<file path="config.mk">
export PLATFORM = sky130hd
export DESIGN_NAME = pxl_plot_buf
export DESIGN_NICKNAME = d
export VERILOG_FILES = /design/src/rtl/pxl_pkg.sv /design/src/rtl/pxl_prep.sv /design/src/rtl/pxl_addr.sv /design/src/rtl/pxl_flush_engine.sv /design/src/rtl/pxl_plot_buf.sv
export SDC_FILE = /design/constraint.sdc
export NUM_CORES = 1
export LEC_CHECK = 0
export BUFFER_PORTS_ARGS = -buffer_cell sky130_fd_sc_hd__buf_2
export CORE_MARGIN = 3
export CORE_UTILIZATION = 30
export CTS_CLUSTER_SIZE = 14
export DETAILED_ROUTE_END_ITERATION = 16
export PLACE_DENSITY_LB_ADDON = 0.15
export SLEW_MARGIN = 25
export SYNTH_ARGS = -nofsm -noshare
export SYNTH_HDL_FRONTEND = slang
export SYNTH_SLANG_ARGS = --single-unit
</file>
<file path="constraint.sdc">
create_clock -name clk -period 6.8 [get_ports clk]
set_input_delay 0.34 -clock clk [delete_from_list [all_inputs] [get_ports clk]]
set_output_delay 0.34 -clock clk [all_outputs]
set_load 0.005 [all_outputs]
</file>
<file path="src/rtl/pxl_pkg.sv">
package pxl_pkg;
  typedef logic [7:0] pix_t;

  function automatic logic [3:0] planes_of(input logic [1:0] depth);
    case (depth)
      2'd0:    return 4'd2;
      2'd1:    return 4'd4;
      default: return 4'd8;
    endcase
  endfunction

  function automatic logic [2:0] tile_shift_of(input logic [1:0] depth);
    case (depth)
      2'd0:    return 3'd4;
      2'd1:    return 3'd5;
      default: return 3'd6;
    endcase
  endfunction
endpackage

</file>
<file path="src/rtl/pxl_prep.sv">
module pxl_prep
  import pxl_pkg::*;
(
  input  pix_t       color,
  input  logic       odd_pos,
  input  logic [1:0] depth,
  input  logic       dither,
  input  logic       keep_clear,
  input  logic       freeze_hi,
  output pix_t       eff,
  output logic       store
);
  logic clear;

  always_comb begin
    eff = (dither && odd_pos) ? {4'h0, color[7:4]} : color;
    case (depth)
      2'd0:    clear = (eff[1:0] == 2'd0);
      2'd1:    clear = (eff[3:0] == 4'd0);
      default: clear = freeze_hi ? (eff[3:0] == 4'd0) : (eff == 8'd0);
    endcase
    store = keep_clear || !clear;
  end
endmodule

</file>
<file path="src/rtl/pxl_addr.sv">
module pxl_addr
  import pxl_pkg::*;
#(
  parameter int AW = 17
) (
  input  logic [7:0]    x,
  input  logic [7:0]    y,
  input  logic [1:0]    depth,
  input  logic [1:0]    height,
  input  logic          obj,
  input  logic [AW-1:0] base,
  output logic [AW-1:0] row_addr
);
  localparam int TW = 10;
  logic [TW-1:0] rows_per_col;
  logic [TW-1:0] tile;

  always_comb begin
    case (height)
      2'd0:    rows_per_col = TW'(16);
      2'd1:    rows_per_col = TW'(20);
      default: rows_per_col = TW'(24);
    endcase
    if (obj) tile = {y[7], x[7], x[6:3], y[6:3]};
    else     tile = TW'(x[7:3]) * rows_per_col + TW'(y[7:3]);
    row_addr = base + (AW'(tile) << tile_shift_of(depth)) + AW'({y[2:0], 1'b0});
  end
endmodule

</file>
<file path="src/rtl/pxl_flush_engine.sv">
module pxl_flush_engine
  import pxl_pkg::*;
#(
  parameter int AW = 17
) (
  input  logic          clk,
  input  logic          rst_n,
  input  logic          start,
  input  logic          job_rd,
  input  logic [AW-1:0] job_addr,
  input  logic [3:0]    job_planes,
  input  pix_t [7:0]    job_pix,
  input  logic [7:0]    job_mask,
  output logic          busy,
  output logic          done,
  output logic          done_rd,
  output pix_t          rd_pixel,
  output logic          ram_req,
  output logic          ram_we,
  output logic [AW-1:0] ram_addr,
  output logic [7:0]    ram_wdata,
  input  logic          ram_ready,
  input  logic [7:0]    ram_rdata
);
  typedef enum logic [1:0] {E_IDLE, E_RD, E_WR} est_t;

  est_t          st_q, st_d;
  logic [3:0]    pl_q, pl_d, planes_q, planes_d;
  pix_t [7:0]    pix_q, pix_d;
  logic [7:0]    mb_q, mb_d, old_q, old_d, acc_q, acc_d, plane_bits, job_mb;
  logic [AW-1:0] addr_q, addr_d;
  logic          rd_q, rd_d, done_q, done_d, drd_q, drd_d, last;

  always_comb begin
    for (int i = 0; i < 8; i++) begin
      plane_bits[7-i] = pix_q[i][pl_q[2:0]];
      job_mb[7-i]     = job_mask[i];
    end
  end

  assign last      = (pl_q + 4'd1 == planes_q);
  assign busy      = (st_q != E_IDLE);
  assign ram_req   = busy;
  assign ram_we    = (st_q == E_WR);
  assign ram_addr  = addr_q + AW'({pl_q[2:1], 4'b0000}) + AW'(pl_q[0]);
  assign ram_wdata = (old_q & ~mb_q) | (plane_bits & mb_q);
  assign done      = done_q;
  assign done_rd   = drd_q;
  assign rd_pixel  = acc_q;

  always_comb begin
    st_d = st_q; pl_d = pl_q; planes_d = planes_q; pix_d = pix_q; mb_d = mb_q;
    old_d = old_q; acc_d = acc_q; addr_d = addr_q; rd_d = rd_q;
    done_d = 1'b0; drd_d = 1'b0;
    case (st_q)
      E_IDLE: if (start) begin
        pix_d = job_pix; mb_d = job_mb; addr_d = job_addr; rd_d = job_rd;
        planes_d = job_planes; pl_d = 4'd0; acc_d = 8'd0;
        st_d = (job_rd || job_mask != 8'hFF) ? E_RD : E_WR;
      end
      E_RD: if (ram_ready) begin
        old_d = ram_rdata;
        if (rd_q) begin
          acc_d[pl_q[2:0]] = |(ram_rdata & mb_q);
          if (last) begin st_d = E_IDLE; done_d = 1'b1; drd_d = 1'b1; end
          else pl_d = pl_q + 4'd1;
        end else st_d = E_WR;
      end
      E_WR: if (ram_ready) begin
        if (last) begin st_d = E_IDLE; done_d = 1'b1; end
        else begin
          pl_d = pl_q + 4'd1;
          st_d = (&mb_q) ? E_WR : E_RD;
        end
      end
      default: st_d = E_IDLE;
    endcase
  end

  always_ff @(posedge clk or negedge rst_n) begin
    if (!rst_n) begin
      st_q <= E_IDLE; pl_q <= '0; planes_q <= '0; pix_q <= '0; mb_q <= '0;
      old_q <= '0; acc_q <= '0; addr_q <= '0; rd_q <= 1'b0;
      done_q <= 1'b0; drd_q <= 1'b0;
    end else begin
      st_q <= st_d; pl_q <= pl_d; planes_q <= planes_d; pix_q <= pix_d; mb_q <= mb_d;
      old_q <= old_d; acc_q <= acc_d; addr_q <= addr_d; rd_q <= rd_d;
      done_q <= done_d; drd_q <= drd_d;
    end
  end
endmodule

</file>
<file path="src/rtl/pxl_plot_buf.sv">
module pxl_plot_buf
  import pxl_pkg::*;
#(
  parameter int AW = 17
) (
  input  logic          clk,
  input  logic          rst_n,
  input  logic [1:0]    cfg_depth,
  input  logic [1:0]    cfg_height,
  input  logic          cfg_obj,
  input  logic [AW-1:0] cfg_base,
  input  logic          cfg_dither,
  input  logic          cfg_keep_clear,
  input  logic          cfg_freeze_hi,
  input  logic          cmd_valid,
  input  logic          cmd_rpix,
  input  logic [7:0]    cmd_x,
  input  logic [7:0]    cmd_y,
  input  logic [7:0]    cmd_color,
  output logic          cmd_ready,
  output logic          rpix_valid,
  output logic [7:0]    rpix_data,
  output logic          ram_req,
  output logic          ram_we,
  output logic [AW-1:0] ram_addr,
  output logic [7:0]    ram_wdata,
  input  logic          ram_ready,
  input  logic [7:0]    ram_rdata
);
  pix_t [7:0]    pix_q, pix_d, pix_aft, job_pix;
  logic [7:0]    dirty_q, dirty_d, dirty_aft, job_mask;
  logic [4:0]    row_x_q, row_x_d;
  logic [7:0]    row_y_q, row_y_d, rp_x_q, rp_x_d, rp_y_q, rp_y_d, rx, ry;
  logic          rp_pend_q, rp_pend_d;
  logic [AW-1:0] row_addr, pt_addr, job_addr;
  pix_t          eff, eng_pixel;
  logic          store, mismatch, full_aft, eng_busy, eng_done, eng_done_rd;
  logic          acc_plot, acc_rp, flush_old, flush_full, rp_flush, rp_read, start;

  pxl_prep u_prep (
    .color(cmd_color), .odd_pos(cmd_x[0] ^ cmd_y[0]), .depth(cfg_depth),
    .dither(cfg_dither), .keep_clear(cfg_keep_clear), .freeze_hi(cfg_freeze_hi),
    .eff(eff), .store(store));

  pxl_addr #(.AW(AW)) u_addr_row (
    .x({row_x_q, 3'b000}), .y(row_y_q), .depth(cfg_depth), .height(cfg_height),
    .obj(cfg_obj), .base(cfg_base), .row_addr(row_addr));

  assign rx = rp_pend_q ? rp_x_q : cmd_x;
  assign ry = rp_pend_q ? rp_y_q : cmd_y;

  pxl_addr #(.AW(AW)) u_addr_pt (
    .x(rx), .y(ry), .depth(cfg_depth), .height(cfg_height),
    .obj(cfg_obj), .base(cfg_base), .row_addr(pt_addr));

  always_comb begin
    mismatch  = (|dirty_q) && (cmd_x[7:3] != row_x_q || cmd_y != row_y_q);
    dirty_aft = mismatch ? 8'd0 : dirty_q;
    pix_aft   = pix_q;
    if (store) begin
      dirty_aft[cmd_x[2:0]] = 1'b1;
      pix_aft[cmd_x[2:0]]   = eff;
    end
    full_aft  = &dirty_aft;
    cmd_ready = !rp_pend_q && (cmd_rpix ? !eng_busy : !(eng_busy && (mismatch || full_aft)));
  end

  assign acc_plot   = cmd_valid && !cmd_rpix && cmd_ready;
  assign acc_rp     = cmd_valid && cmd_rpix && cmd_ready;
  assign flush_old  = acc_plot && mismatch;
  assign flush_full = acc_plot && full_aft;
  assign rp_flush   = acc_rp && (|dirty_q);
  assign rp_read    = (acc_rp && !(|dirty_q)) || (rp_pend_q && !eng_busy);
  assign start      = flush_old || flush_full || rp_flush || rp_read;
  assign job_addr   = rp_read ? pt_addr : row_addr;
  assign job_pix    = flush_full ? pix_aft : pix_q;
  assign job_mask   = rp_read ? (8'd1 << rx[2:0]) : (flush_full ? dirty_aft : dirty_q);

  pxl_flush_engine #(.AW(AW)) u_eng (
    .clk(clk), .rst_n(rst_n), .start(start), .job_rd(rp_read), .job_addr(job_addr),
    .job_planes(planes_of(cfg_depth)), .job_pix(job_pix), .job_mask(job_mask),
    .busy(eng_busy), .done(eng_done), .done_rd(eng_done_rd), .rd_pixel(eng_pixel),
    .ram_req(ram_req), .ram_we(ram_we), .ram_addr(ram_addr), .ram_wdata(ram_wdata),
    .ram_ready(ram_ready), .ram_rdata(ram_rdata));

  assign rpix_valid = eng_done && eng_done_rd;
  assign rpix_data  = eng_pixel;

  always_comb begin
    pix_d = pix_q; dirty_d = dirty_q; row_x_d = row_x_q; row_y_d = row_y_q;
    rp_pend_d = rp_pend_q; rp_x_d = rp_x_q; rp_y_d = rp_y_q;
    if (acc_plot) begin
      pix_d   = pix_aft;
      dirty_d = full_aft ? 8'd0 : dirty_aft;
      row_x_d = cmd_x[7:3];
      row_y_d = cmd_y;
    end
    if (rp_flush) begin
      dirty_d = 8'd0; rp_pend_d = 1'b1; rp_x_d = cmd_x; rp_y_d = cmd_y;
    end
    if (rp_pend_q && !eng_busy) rp_pend_d = 1'b0;
  end

  always_ff @(posedge clk or negedge rst_n) begin
    if (!rst_n) begin
      pix_q <= '0; dirty_q <= '0; row_x_q <= '0; row_y_q <= '0;
      rp_pend_q <= 1'b0; rp_x_q <= '0; rp_y_q <= '0;
    end else begin
      pix_q <= pix_d; dirty_q <= dirty_d; row_x_q <= row_x_d; row_y_q <= row_y_d;
      rp_pend_q <= rp_pend_d; rp_x_q <= rp_x_d; rp_y_q <= rp_y_d;
    end
  end
endmodule

</file>
# --- Yosys cells after proc, flatten, opt, wreduce, memory -nomap -nowiden ---
# Index checks and enable logic that the tools add are counted.
totals:
  input_bits: 62
  ff_bits: 220
classes:
  n_mux: 72
  n_shift: 3
  add_sub_neg: 9
  bitwise_logic: 7
  multipliers: 2
  reduce_logical: 50
  order_cmp: 4
  n_eq_ne: 13
op_table:
  columns: ["operator", "n"]
  rows:
  - ["$mux W64", 2]
  - ["$mux W8", 14]
  - ["$bwmux W64", 1]
  - ["$add A17 B17 Y17", 2]
  - ["$add A17 B4 Y17", 2]
  - ["$shl A10 B3 Y17", 2]
  - ["$and A8 B8 Y8", 3]
  - ["$bmux W1 S3", 8]
  - ["$demux W8 S3", 1]
  - ["$add A10 B5 Y10", 2]
  - ["$mux W10", 2]
  - ["$mux W4", 5]
  - ["$mux W1", 19]
  - ["$add A17 B1 Y17", 1]
  - ["$add A17 B6 Y17", 1]
  - ["$mux W17", 1]
  - ["$logic_and A1 B1 Y1", 16]
  - ["$mux W2", 8]
  - ["$or A8 B8 Y8", 2]
  - ["$pmux W4 S2", 2]
  - ["$pmux W8 S2", 1]
  - ["$reduce_and A8 Y1", 2]
  - ["$reduce_or A8 Y1", 2]
  - ["$pmux W4 S3", 1]
  - ["32 further kinds", 60]

# --- Logic depth before layout (Yosys ltp) ---
# Gate-level depths: netlist of the first run.
depth:
  depth_word: 24
  mapped_depth: 24
  ltp_nobuf: 23

# --- Modules after synthesis ---
# Synthesis of the first run repeated with hierarchy kept, for this count alone.
unflattened:
  cells_unflattened: 1372
  hier_area_um2: 15058.2
by_module_without_submodules:
  columns: ["module", "cells_per_inst", "n_inst", "area_each_um2"]
  rows:
  - ["pxl_flush_engine", 452, 1, 5709.2]
  - ["pxl_plot_buf", 455, 1, 5686.7]
  - ["pxl_addr (u_addr_pt)", 231, 1, 1779.2]
  - ["pxl_addr (u_addr_row)", 215, 1, 1732.9]
  - ["pxl_prep", 19, 1, 150.1]

# --- Worst setup path after synthesis of the first run ---
# No wires, ideal clock.
synth_timing:
  path_type: "register to register"
  start: "reg rp_pend_q"
  end: "reg u_eng.addr_q[16]"
  path_stages_with_launch: 24
  path_buffers: 1
  setup_time_ns: 0.111
  t_arrival_ns: 5.310
  setup_slack_ns: 1.379
  path_cell_list: "dfrtp_1 clkbuf_1 mux2i_1 nand2b_1 fa_1 inv_1 fa_1 ha_1 ha_1 inv_1 fa_1 mux2_2 mux2i_1 nand2_1 o21ai_0 ha_1 ha_1 o21ai_0 nand2b_1 a21oi_1 nor4_1 o41ai_1 xnor2_1 a222oi_1"
synth_between:
  elab_chain_len: 8
synth_rtl:
  columns: ["element", "line", "text"]
  rows:
  - ["from (decl)", "pxl_plot_buf.sv:34", "logic rp_pend_q, rp_pend_d;"]
  - ["from (signal assigned)", "pxl_plot_buf.sv:110", "rp_pend_q <= rp_pend_d; rp_x_q <= rp_x_d; rp_y_q <= rp_y_d;"]
  - ["$mux W8 / $logic_not A1 Y1 (equally long branches)", "pxl_plot_buf.sv:49, pxl_plot_buf.sv:65", null]
  - ["$mul A5 B5 Y10 / $logic_and A1 B1 Y1 (equally long branches)", "pxl_addr.sv:25, pxl_plot_buf.sv:65", null]
  - ["$add A10 B5 Y10 / $logic_and A1 B1 Y1 (equally long branches)", "pxl_addr.sv:25, pxl_plot_buf.sv:68", null]
  - ["$mux W10, or another cell as far along", "pxl_addr.sv:24", "if (obj) tile = {y[7], x[7], x[6:3], y[6:3]};"]
  - ["$shl A10 B3 Y17 / $logic_or A1 B1 Y1 (equally long branches)", "pxl_addr.sv:26, pxl_plot_buf.sv:74", null]
  - ["$add A17 B17 Y17 / $logic_or A1 B1 Y1 (equally long branches)", "pxl_addr.sv:26, pxl_plot_buf.sv:74", null]
  - ["$add A17 B4 Y17 / $logic_or A1 B1 Y1 (equally long branches)", "pxl_addr.sv:26, pxl_plot_buf.sv:74", null]
  - ["$mux W17 / $reduce_and A2 Y1 (equally long branches)", null, null]
  - ["to (signal assigned)", "pxl_flush_engine.sv:83", "old_q <= '0; acc_q <= '0; addr_q <= '0; rd_q <= 1'b0;"]
  - ["to (signal assigned)", "pxl_flush_engine.sv:87", "old_q <= old_d; acc_q <= acc_d; addr_q <= addr_d; rd_q <= rd_d;"]
  - ["to (decl)", "pxl_flush_engine.sv:31", "logic [AW-1:0] addr_q, addr_d;"]
# Several ways; a longest one is shown, not always the timed one.
# A chain may end at the register's enable or synchronous reset.

# --- Worst setup path after layout of the first run ---
# Same ends and word-level chain as after synthesis.

==> results of run 1 <==
-- state kept, by name (all words and copies together), names as in the netlist, 2 cells and up --
register / flops
dirty_q: 8
pix_q: 64
row_x_q: 5
row_y_q: 8
rp_x_q: 8
rp_y_q: 8
u_eng.addr_q: 17
u_eng.mb_q: 8
u_eng.old_q: 8
u_eng.pix_q: 64
u_eng.pl_q: 4
u_eng.planes_q: 3
u_eng.rd_pixel: 8
u_eng.st_q: 2
-- kinds of logic after synthesis --
kind of cell	count (synthesis)	synth area share, %
fa+ha+maj	114	10.55
xor+xnor	65	3.922
mux	240	19.27
flops	219	37.76
simple gates	363	11.42
compound gates	296	13.10
buf+inv	125	3.982
-- worst max path at each step --
stage | startpoint | to | slack [ps]
after floorplan | rp_pend_q | u_eng.addr_q[16] | 1380
after global placement | rp_pend_q | u_eng.addr_q[16] | 1100
after detailed placement | cfg_height[1] | u_eng.addr_q[16] | 960
after CTS | rp_pend_q | u_eng.addr_q[16] | 1010
after global routing | rp_pend_q | u_eng.addr_q[16] | 530
final | rp_pend_q | u_eng.addr_q[16] | 1010
-- per-layer routing --
metal  track usage, %  vias up  wire [um]
met5                0        -         30
met4            2.952        4        570
met3            1.859       41       1292
met2            24.76      152      17940
met1            24.75     5094      21540
li1                 -     5210          -
-- power groups by stage --
stage / registers (mW) / clock network [mW] / logic (mW)
floorplan: 2.18 / 0 / 2.91
global placement: 2.38 / 0 / 3.77
detailed placement: 2.39 / 0 / 3.80
CTS: 2.37 / 1.42 / 3.83
global route: 2.44 / 1.46 / 4.30
finish: 2.37 / 1.37 / 3.80
-- cell usage after synthesis (9+ instances only) --
library cell	number	area share, %
and3_1	14	0.60
o21ai_1	11	0.38
a211oi_1	12	0.62
xor2_1	30	1.8
inv_1	44	1.1
mux2_2	91	7.1
ha_1	100	8.6
mux2i_1	102	7.0
a31oi_1	15	0.65
mux4_2	9	1.4
clkbuf_1	46	1.2
nor2_1	90	2.3
fa_1	14	1.9
a21oi_1	65	2.2
a21o_1	13	0.67
and2_1	20	0.86
buf_4	12	0.62
mux2_4	32	3.3
nand2_1	146	3.8
nor3_1	21	0.72
o22ai_1	10	0.43
nand3_1	17	0.59
dfrtp_1	219	38
o21ai_0	102	3.5
nor2b_1	10	0.43
xnor2_1	35	2.1
-- what timing repair did --
action	4_1_cts	5_1_grt
endpoints found under the setup margin	0	0
endpoints found under the hold margin	89	0
hold buffers	2	0
-- layout make-up --
type / count / area [sq um]
multi-input combinational: 1078 / 8474
timing repair buffer: 111 / 626.9
clock buffer: 39 / 780.7
sequential: 219 / 5482
tap: 607 / 759.5
fill: 4799 / 30810
clock inverter: 6 / 47.55
inverter: 46 / 172.7
-- critical path: cells and delay by family, from the launching register on --
family	cells	cell delay, ps
fa+ha+maj	7	2370
compound gates	5	1070
mux	3	900
buf+inv	3	530
flops	1	360
simple gates	3	340
xor+xnor	1	120
==> flow_metrics.env, run 1 <==
export IMPL_hpwl_um=30080
export IMPL_seq_area_frac_synth_pct=37.76
export IMPL_crit_path_top_delay_cell="fa_1"
export IMPL_netlist_area_sq_um=14520
export IMPL_synth_ff_type="dfrtp_1"
export IMPL_ys_ff_latch=219
export IMPL_crit_path_max_incr_delay_ps=470
export IMPL_p_per_area_nw_per_um2=461.0
export IMPL_die_area_sq_um=51060
export IMPL_numCtsBuffers=27
export IMPL_first_global_vias=10530
export IMPL_drt_pass1_iterations=5
export IMPL_drive_gt1_share_pct=20.28
export IMPL_cts_setup_buffers=0
export IMPL_htreeDepth=1
export IMPL_async_flop_share_pct=100.0
export IMPL_post_place_ws_ps=962.7
export IMPL_status="finished clean"
export IMPL_worstPathRequired_ps=7270
export IMPL_syn_to_final_growth_pct=12.59
export IMPL_drv_slew=0
export IMPL_antenna_found_initial=2
export IMPL_slew_headroom_pct=36.64
export IMPL_cts_tree="built"
export IMPL_io_buffers=98
export IMPL_viasPerCell=4.986
export IMPL_clkSlewWorstSetupHoldPaths_ps=60
export IMPL_initial_core_util_pct=30.79
export IMPL_maxCapViolCount=0
export IMPL_switchingPower_mw=3.167
export IMPL_dpl_cell_area_sq_um=15470
export IMPL_leakagePower_nw=7.455
export IMPL_core_sq_um=47150
export IMPL_die_w_um=226.0
export IMPL_floorplan_rows=79
export IMPL_crit_type="flip-flop to flip-flop"
export IMPL_synth_edf_count=0
export IMPL_clock_fmax_mhz=172.6
export IMPL_final_util_pct=34.66
export IMPL_reg2reg_depth=22
export IMPL_p_seq_share_pct=31.4
export IMPL_p_clk_share_pct=18.2
export IMPL_grt_max_degree=129
export IMPL_grt_overflow=0
export IMPL_fin_crit_ps=5795
export IMPL_yosys_warnings=0
export IMPL_setup_tns_ps=0
export IMPL_max_slew_worst_pin_slew_ps=950.5
export IMPL_dp_cells=2058
export IMPL_antennaDiodeCount=0
export IMPL_fin_skew_ps=19.32
export IMPL_internal_power_mw=4.368
export IMPL_gp_congestion=0.8118
export IMPL_die_height_um=226.0
export IMPL_swShare_pct=42.03
export IMPL_crit_fanout=29
export IMPL_hp_class="primary input to flip-flop"
export IMPL_pin_count=99
export IMPL_holdPathEnd="u_eng.old_q[7]"
export IMPL_drt_iter0_markers=680
export IMPL_clock_tree_root_cell="clkbuf_16"
export IMPL_clock_path_buffers=3
export IMPL_finalHoldViolCount=0
export IMPL_power_mw=7.535
export IMPL_setup_viol=0
export IMPL_period_share_pct=85.22
export IMPL_r2r_setup_slack_ps=1010
export IMPL_grt_pass1_wl_um=64580
export IMPL_syn_num_nets=1598
export IMPL_drc=0
export IMPL_crit_path_end_kind="flip-flop"
export IMPL_comb_power_share_pct=50.4
export IMPL_setup_ws_ps=1005
export IMPL_syn_area_per_cell_sq_um=10.21
export IMPL_crit_chain="buf_4 > mux2i_1 > fa_1 > inv_1 > fa_1 > ha_1 > ha_1 > inv_1 > fa_1 > mux2_2 > mux2i_1 > nand2_1 > o21ai_0 > ha_1 > ha_1 > o21ai_0 > nand2b_1 > a21oi_1 > nor4_1 > o41ai_1 > xnor2_1 > a222oi_1"
export IMPL_hp_start="ram_rdata[7]"
export IMPL_final_cells=2106
export IMPL_crit_arrival_ps=6260
export IMPL_path_common_cell="ha_1"
export IMPL_timing_rr_start="rp_pend_q"
export IMPL_grtUsageTotal_pct=16.20
export IMPL_vdd_drop_max_mv=0.2617
export IMPL_insertion_delay_ps=570
export IMPL_drt_wl_total_um=41370
export IMPL_final_cell_mix="dfrtp_1, nand2_1, mux2i_1, o21ai_0, ha_1"
export IMPL_rsz0062_at_grt="false"
export IMPL_postSynthCellCount=1422
export IMPL_ys_types=71
export IMPL_critPathLaunchType="flip-flop"
export IMPL_hold_depth=2
export IMPL_clkSinkCount=219
export IMPL_vias=10500
export IMPL_whs_ps=36.19
export IMPL_final_nets=1659
export IMPL_ctsResizeCount=0
export IMPL_routedWlPerCell_um=19.65
export IMPL_timing_rr_end="u_eng.addr_q[16]"
export IMPL_final_common_cell="dfrtp_1"
export IMPL_ant_nets=0
export IMPL_final_cell_area_sq_um=16340
No activity file was read; power rests on OpenSTA's default activity.
==> run 2, diff against run 1 <==
CTS_BUF_LIST = sky130_fd_sc_hd__clkbuf_2 sky130_fd_sc_hd__clkbuf_4 sky130_fd_sc_hd__clkbuf_8   (was not set)
==> flow_metrics.env, run 2 (synthesis results as in run 1) <==
export IMPL_cts_tree="built"
export IMPL_clkSlewWorstSetupHoldPaths_ps=70
export IMPL_reg_top3="pix_q: 64 flops, u_eng.pix_q: 64 flops, u_eng.addr_q: 17 flops"
export IMPL_final_nets=1680
export IMPL_first_global_vias=10720
export IMPL_die_w_um=226.0
export IMPL_grtUsageTotal_pct=16.49
export IMPL_hp_class="primary input to flip-flop"
export IMPL_worstPathRequired_ps=7280
export IMPL_switchingPower_mw=3.190
export IMPL_groute_layer_met2_usage_pct=25.01
export IMPL_timing_rr_start="rp_pend_q"
export IMPL_final_common_cell="dfrtp_1"
export IMPL_ctsResizeCount=0
export IMPL_syn_to_final_growth_pct=13.42
export IMPL_numCtsBuffers=42
export IMPL_hpwl_um=30080
export IMPL_path_common_cell="ha_1"
export IMPL_comb_power_share_pct=50.3
export IMPL_die_height_um=226.0
export IMPL_timing_rr_end="u_eng.addr_q[16]"
export IMPL_drc=0
export IMPL_gp_congestion=0.8118
export IMPL_final_util_pct=34.92
export IMPL_critPathLaunchType="flip-flop"
export IMPL_drv_slew=0
export IMPL_routedWlPerCell_um=19.54
export IMPL_pin_count=99
export IMPL_n_fill_cell=4805
export IMPL_crit_path_max_incr_delay_ps=470
export IMPL_p_clk_share_pct=18.3
export IMPL_drt_iter0_markers=628
export IMPL_crit_type="flip-flop to flip-flop"
export IMPL_p_per_area_nw_per_um2=458.7
export IMPL_maxCapViolCount=0
export IMPL_swShare_pct=42.24
export IMPL_fin_crit_ps=5800
export IMPL_grt_pass1_wl_um=65240
export IMPL_leakagePower_nw=7.541
export IMPL_met1_usage_pct=24.62
export IMPL_slew_headroom_pct=36.50
export IMPL_final_cell_mix="dfrtp_1, nand2_1, mux2i_1, o21ai_0, ha_1"
export IMPL_crit_arrival_ps=6280
export IMPL_io_buffers=98
export IMPL_fin_skew_ps=21.90
export IMPL_setup_viol=0
export IMPL_drt_wl_total_um=41850
export IMPL_crit_path_end_kind="flip-flop"
export IMPL_clock_fmax_mhz=172.4
export IMPL_finalHoldViolCount=0
export IMPL_r2r_setup_slack_ps=1000
export IMPL_cts_setup_buffers=0
export IMPL_seq_area_sq_um=5482
export IMPL_whs_ps=48.01
export IMPL_busiest_layer="met2"
export IMPL_multi_input_area_sq_um=8474
export IMPL_crit_buf_inv=3
export IMPL_rsz0062_at_grt="false"
export IMPL_clkSinkCount=219
export IMPL_insertion_delay_ps=590
export IMPL_hp_start="cmd_x[6]"
export IMPL_die_area_sq_um=51060
export IMPL_crit_fanout=29
export IMPL_drt_pass1_iterations=5
export IMPL_vias=10600
export IMPL_internal_power_mw=4.362
export IMPL_antenna_found_initial=2
export IMPL_initial_core_util_pct=30.79
export IMPL_grt_overflow=0
export IMPL_crit_path_top_delay_cell="fa_1"
export IMPL_grt_util_met3_pct=2.782
export IMPL_vdd_drop_max_mv=0.2983
export IMPL_max_slew_worst_pin_slew_ps=952.5
export IMPL_htreeDepth=2
export IMPL_setup_tns_ps=0
export IMPL_clock_path_buffers=3
export IMPL_crit_chain="buf_4 > mux2i_1 > fa_1 > inv_1 > fa_1 > ha_1 > ha_1 > inv_1 > fa_1 > mux2_2 > mux2i_1 > nand2_1 > o21ai_0 > ha_1 > ha_1 > o21ai_0 > nand2b_1 > a21oi_1 > nor4_1 > o41ai_1 > xnor2_1 > a222oi_1"
export IMPL_status="finished clean"
export IMPL_holdPathEnd="row_x_q[3]"
export IMPL_floorplan_rows=79
export IMPL_core_sq_um=47150
export IMPL_grt_max_degree=129
export IMPL_clock_tree_root_cell="clkbuf_8"
export IMPL_period_share_pct=85.30
export IMPL_critPathTopFamily="adder cells"
export IMPL_ctsHoldBuffers=8
export IMPL_p_seq_share_pct=31.4
export IMPL_hold_depth=2
export IMPL_drive_gt1_share_pct=22.05
export IMPL_ant_nets=0
export IMPL_reg2reg_depth=22
export IMPL_viasPerCell=4.948
-- run 2: how the worst max path moves through the flow --
stage                  start               end  slack (ps)  cells after the start
6_report           rp_pend_q  u_eng.addr_q[16]        1000                     22
5_1_grt            rp_pend_q  u_eng.addr_q[16]         540                     23
4_1_cts            rp_pend_q  u_eng.addr_q[16]        1030                     22
3_5_place_dp   cfg_height[1]  u_eng.addr_q[16]         960                     24
3_3_place_gp       rp_pend_q  u_eng.addr_q[16]        1100                     23
2_1_floorplan      rp_pend_q  u_eng.addr_q[16]        1380                     23
-- run 2: layer usage --
metal  wire length [um]  part of all wire (%)
met3               1526                   3.6
met1              21500                    51
met4                614                   1.5
met2              18180                    43
met5                 30                 0.072
-- run 2: layout make-up --
class                           count  area share [%]
Tap cell                          607           4.613
Timing Repair Buffer              117           4.172
Antenna cell                        2         0.03040
Clock buffer                       69           5.122
Sequential cell                   219           33.30
Clock inverter                      4          0.2432
Multi-Input combinational cell   1078           51.47
Inverter                           46           1.049
-- run 2: stage by stage --
step	cells	area, sq um	total power, mW	setup slack [ps]
finish	2142	16460	7.552	999.7
global route	2140	16460	8.231	536.6
CTS	2139	16430	7.648	1026
detailed placement	2058	15470	6.192	962.7
global placement	2058	15460	6.148	1103
floorplan	1422	14520	5.093	1379
-- run 2: worst reg2reg max path, delay by kind of cell, from the launching register on --
kind,cells,cell delay (ps)
xor+xnor,1,120
mux,3,900
compound gates,5,1080
fa+ha+maj,7,2380
buf+inv,3,530
simple gates,3,340
flops,1,360
-- run 2: power by group through the flow --
stage                     clock [mW]  combinational (mW)  sequential (mW)
after floorplan                    0                2.91             2.18
after global placement             0                3.77             2.38
after detailed placement           0                3.80             2.39
after CTS                       1.43                3.84             2.37
after global routing            1.48                4.31             2.44
final                           1.38                3.80             2.37
==> run 3, diff against run 2 <==
CORE_UTILIZATION = 55   (was 30)
==> flow_metrics.env, run 3 (synthesis results as in run 1) <==
export IMPL_status="finished clean"
export IMPL_antennaDiodeCount=0
export IMPL_p_per_area_nw_per_um2=464.4
export IMPL_slew_headroom_pct=27.38
export IMPL_wl_met2_um=15210
export IMPL_final_common_cell="dfrtp_1"
export IMPL_dp_cells=1780
export IMPL_viasPerCell=5.929
export IMPL_gp_congestion=0.8820
export IMPL_drt_pass1_iterations=7
export IMPL_maxCapViolCount=0
export IMPL_ctsResizeCount=0
export IMPL_comb_power_share_pct=51.0
export IMPL_path_common_cell="ha_1"
export IMPL_swShare_pct=41.43
export IMPL_grt_max_degree=131
export IMPL_drt_iter0_markers=914
export IMPL_die_w_um=168.5
export IMPL_pin_count=99
export IMPL_period_share_pct=85.06
export IMPL_drt_wl_total_um=35700
export IMPL_p_clk_share_pct=17.7
export IMPL_rsz0062_at_grt="false"
export IMPL_crit_path_end_kind="flip-flop"
export IMPL_post_place_ws_ps=1088
export IMPL_syn_to_final_growth_pct=10.03
export IMPL_die_height_um=168.5
export IMPL_met1Wirelength_um=17870
export IMPL_p_seq_share_pct=31.3
export IMPL_crit_chain="buf_4 > mux2_2 > nand2_1 > fa_1 > inv_1 > fa_1 > ha_1 > ha_1 > inv_1 > fa_1 > mux2_2 > mux2i_1 > nand2_1 > o21ai_0 > ha_1 > ha_1 > o21ai_0 > nand2b_1 > a21oi_1 > nor4_1 > o41ai_1 > xnor2_1 > a222oi_1"
export IMPL_max_slew_worst_pin_slew_ps=1085
export IMPL_die_area_sq_um=28380
export IMPL_internal_power_mw=4.345
export IMPL_ant_nets=0
export IMPL_core_sq_um=25540
export IMPL_vdd_drop_max_mv=0.3670
export IMPL_cp_startpoint="rp_pend_q"
export IMPL_setup_ws_ps=1016
export IMPL_ctsHoldBuffers=1
export IMPL_crit_path_max_incr_delay_ps=440
export IMPL_grt_overflow=0
export IMPL_crit_path_top_delay_cell="o41ai_1"
export IMPL_drc=0
export IMPL_floorplan_rows=58
export IMPL_topRoutingLayerUsed="met4"
export IMPL_hp_start="cfg_base[0]"
export IMPL_grtUsageTotal_pct=24.96
export IMPL_clock_tree_root_cell="clkbuf_8"
export IMPL_crit_fanout=29
export IMPL_fin_skew_ps=24.34
export IMPL_hp_class="primary input to flip-flop"
export IMPL_grt_pass1_wl_um=57220
export IMPL_final_util_pct=62.52
export IMPL_drv_slew=0
export IMPL_vias=10960
export IMPL_first_global_vias=10330
export IMPL_cts_tree="built"
export IMPL_antenna_found_initial=0
export IMPL_io_buffers=98
export IMPL_final_cell_mix="dfrtp_1, nand2_1, mux2i_1, o21ai_0, ha_1"
export IMPL_initial_core_util_pct=56.82
export IMPL_insertion_delay_ps=540
export IMPL_crit_type="flip-flop to flip-flop"
export IMPL_hpwl_um=25560
export IMPL_htreeDepth=2
export IMPL_clkSinkCount=219
export IMPL_clkSlewWorstSetupHoldPaths_ps=70
export IMPL_leakagePower_nw=7.480
export IMPL_worstPathRequired_ps=7240
export IMPL_fin_crit_ps=5784
export IMPL_final_nets=1667
export IMPL_reg_top3="pix_q: 64 flops, u_eng.pix_q: 64 flops, u_eng.addr_q: 17 flops"
export IMPL_cts_setup_buffers=0
export IMPL_route_met3_wl_um=1997
export IMPL_switchingPower_mw=3.073
export IMPL_setup_tns_ps=0
export IMPL_clock_path_buffers=3
export IMPL_critPathLaunchType="flip-flop"
export IMPL_timing_rr_start="rp_pend_q"
export IMPL_finalHoldViolCount=0
export IMPL_routedWlPerCell_um=19.31
export IMPL_numCtsBuffers=38
export IMPL_final_cells=1849
export IMPL_crit_arrival_ps=6220
export IMPL_clock_fmax_mhz=172.9
export IMPL_setup_viol=0
export IMPL_drive_gt1_share_pct=21.79
export IMPL_n_fill_cell=2125
run 3: final cells by class:
class	instances	area, sq um	area share [%]
multi-input cells	1078	8477	53.07
flip-flops and latches	219	5480	34.31
clock buffers	63	785.8	4.920
repair buffers	108	585.6	3.666
well taps	330	412.9	2.585
inverters	46	172.7	1.081
clock inverters	5	57.56	0.3604
run 3: final timing paths:
check / endpoint / depth (start not counted) / slack, ps
setup reg to reg: u_eng.addr_q[16] / 23 / 1020
setup / recovery: u_eng.addr_q[16] / 23 / 1020
min in group asynchronous: u_eng.addr_q[12] / 2 / 360
max in group asynchronous: rp_x_q[6] / 3 / 5180
hold / removal: u_eng.addr_q[0] / 2 / 30
hold reg to reg: u_eng.pix_q[9] / 2 / 480
run 3: through the flow:
stage	power (mW)	instance area, sq um	hold WS, ps
floorplan	5.093	14520	44.41
global placement	5.949	15100	378.6
detailed placement	6.048	15100	378.0
CTS	7.404	15960	7.753
global route	8.020	15970	18.03
finish	7.418	15970	27.60
run 3: routing by layer:
layer | GRT usage (%) | up-vias
met4 | 5.301 | 0
li1 | - | 5238
met1 | 39.39 | 5334
met5 | 0 | -
met2 | 36.54 | 334
met3 | 3.760 | 56
run 3: power by group through the flow:
| stage | sequential [mW] | clock [mW] | combinational (mW) |
|---|---|---|---|
| after global placement | 2.31 | 0 | 3.64 |
| after CTS | 2.31 | 1.33 | 3.76 |
| final | 2.32 | 1.31 | 3.78 |
| after global routing | 2.39 | 1.39 | 4.24 |
| after floorplan | 2.18 | 0 | 2.91 |
| after detailed placement | 2.33 | 0 | 3.72 |
run 3: worst max-delay path, delay by kind of cell (launching register included):
family,cells,cell delay (ps)
XOR/XNOR,1,120
multiplexers,3,830
adder cells (fa/ha/maj),7,2340
flip-flops,1,360
AO/OA/AOI/OAI,5,1060
AND/OR/NAND/NOR,4,430
buffers and inverters,3,540
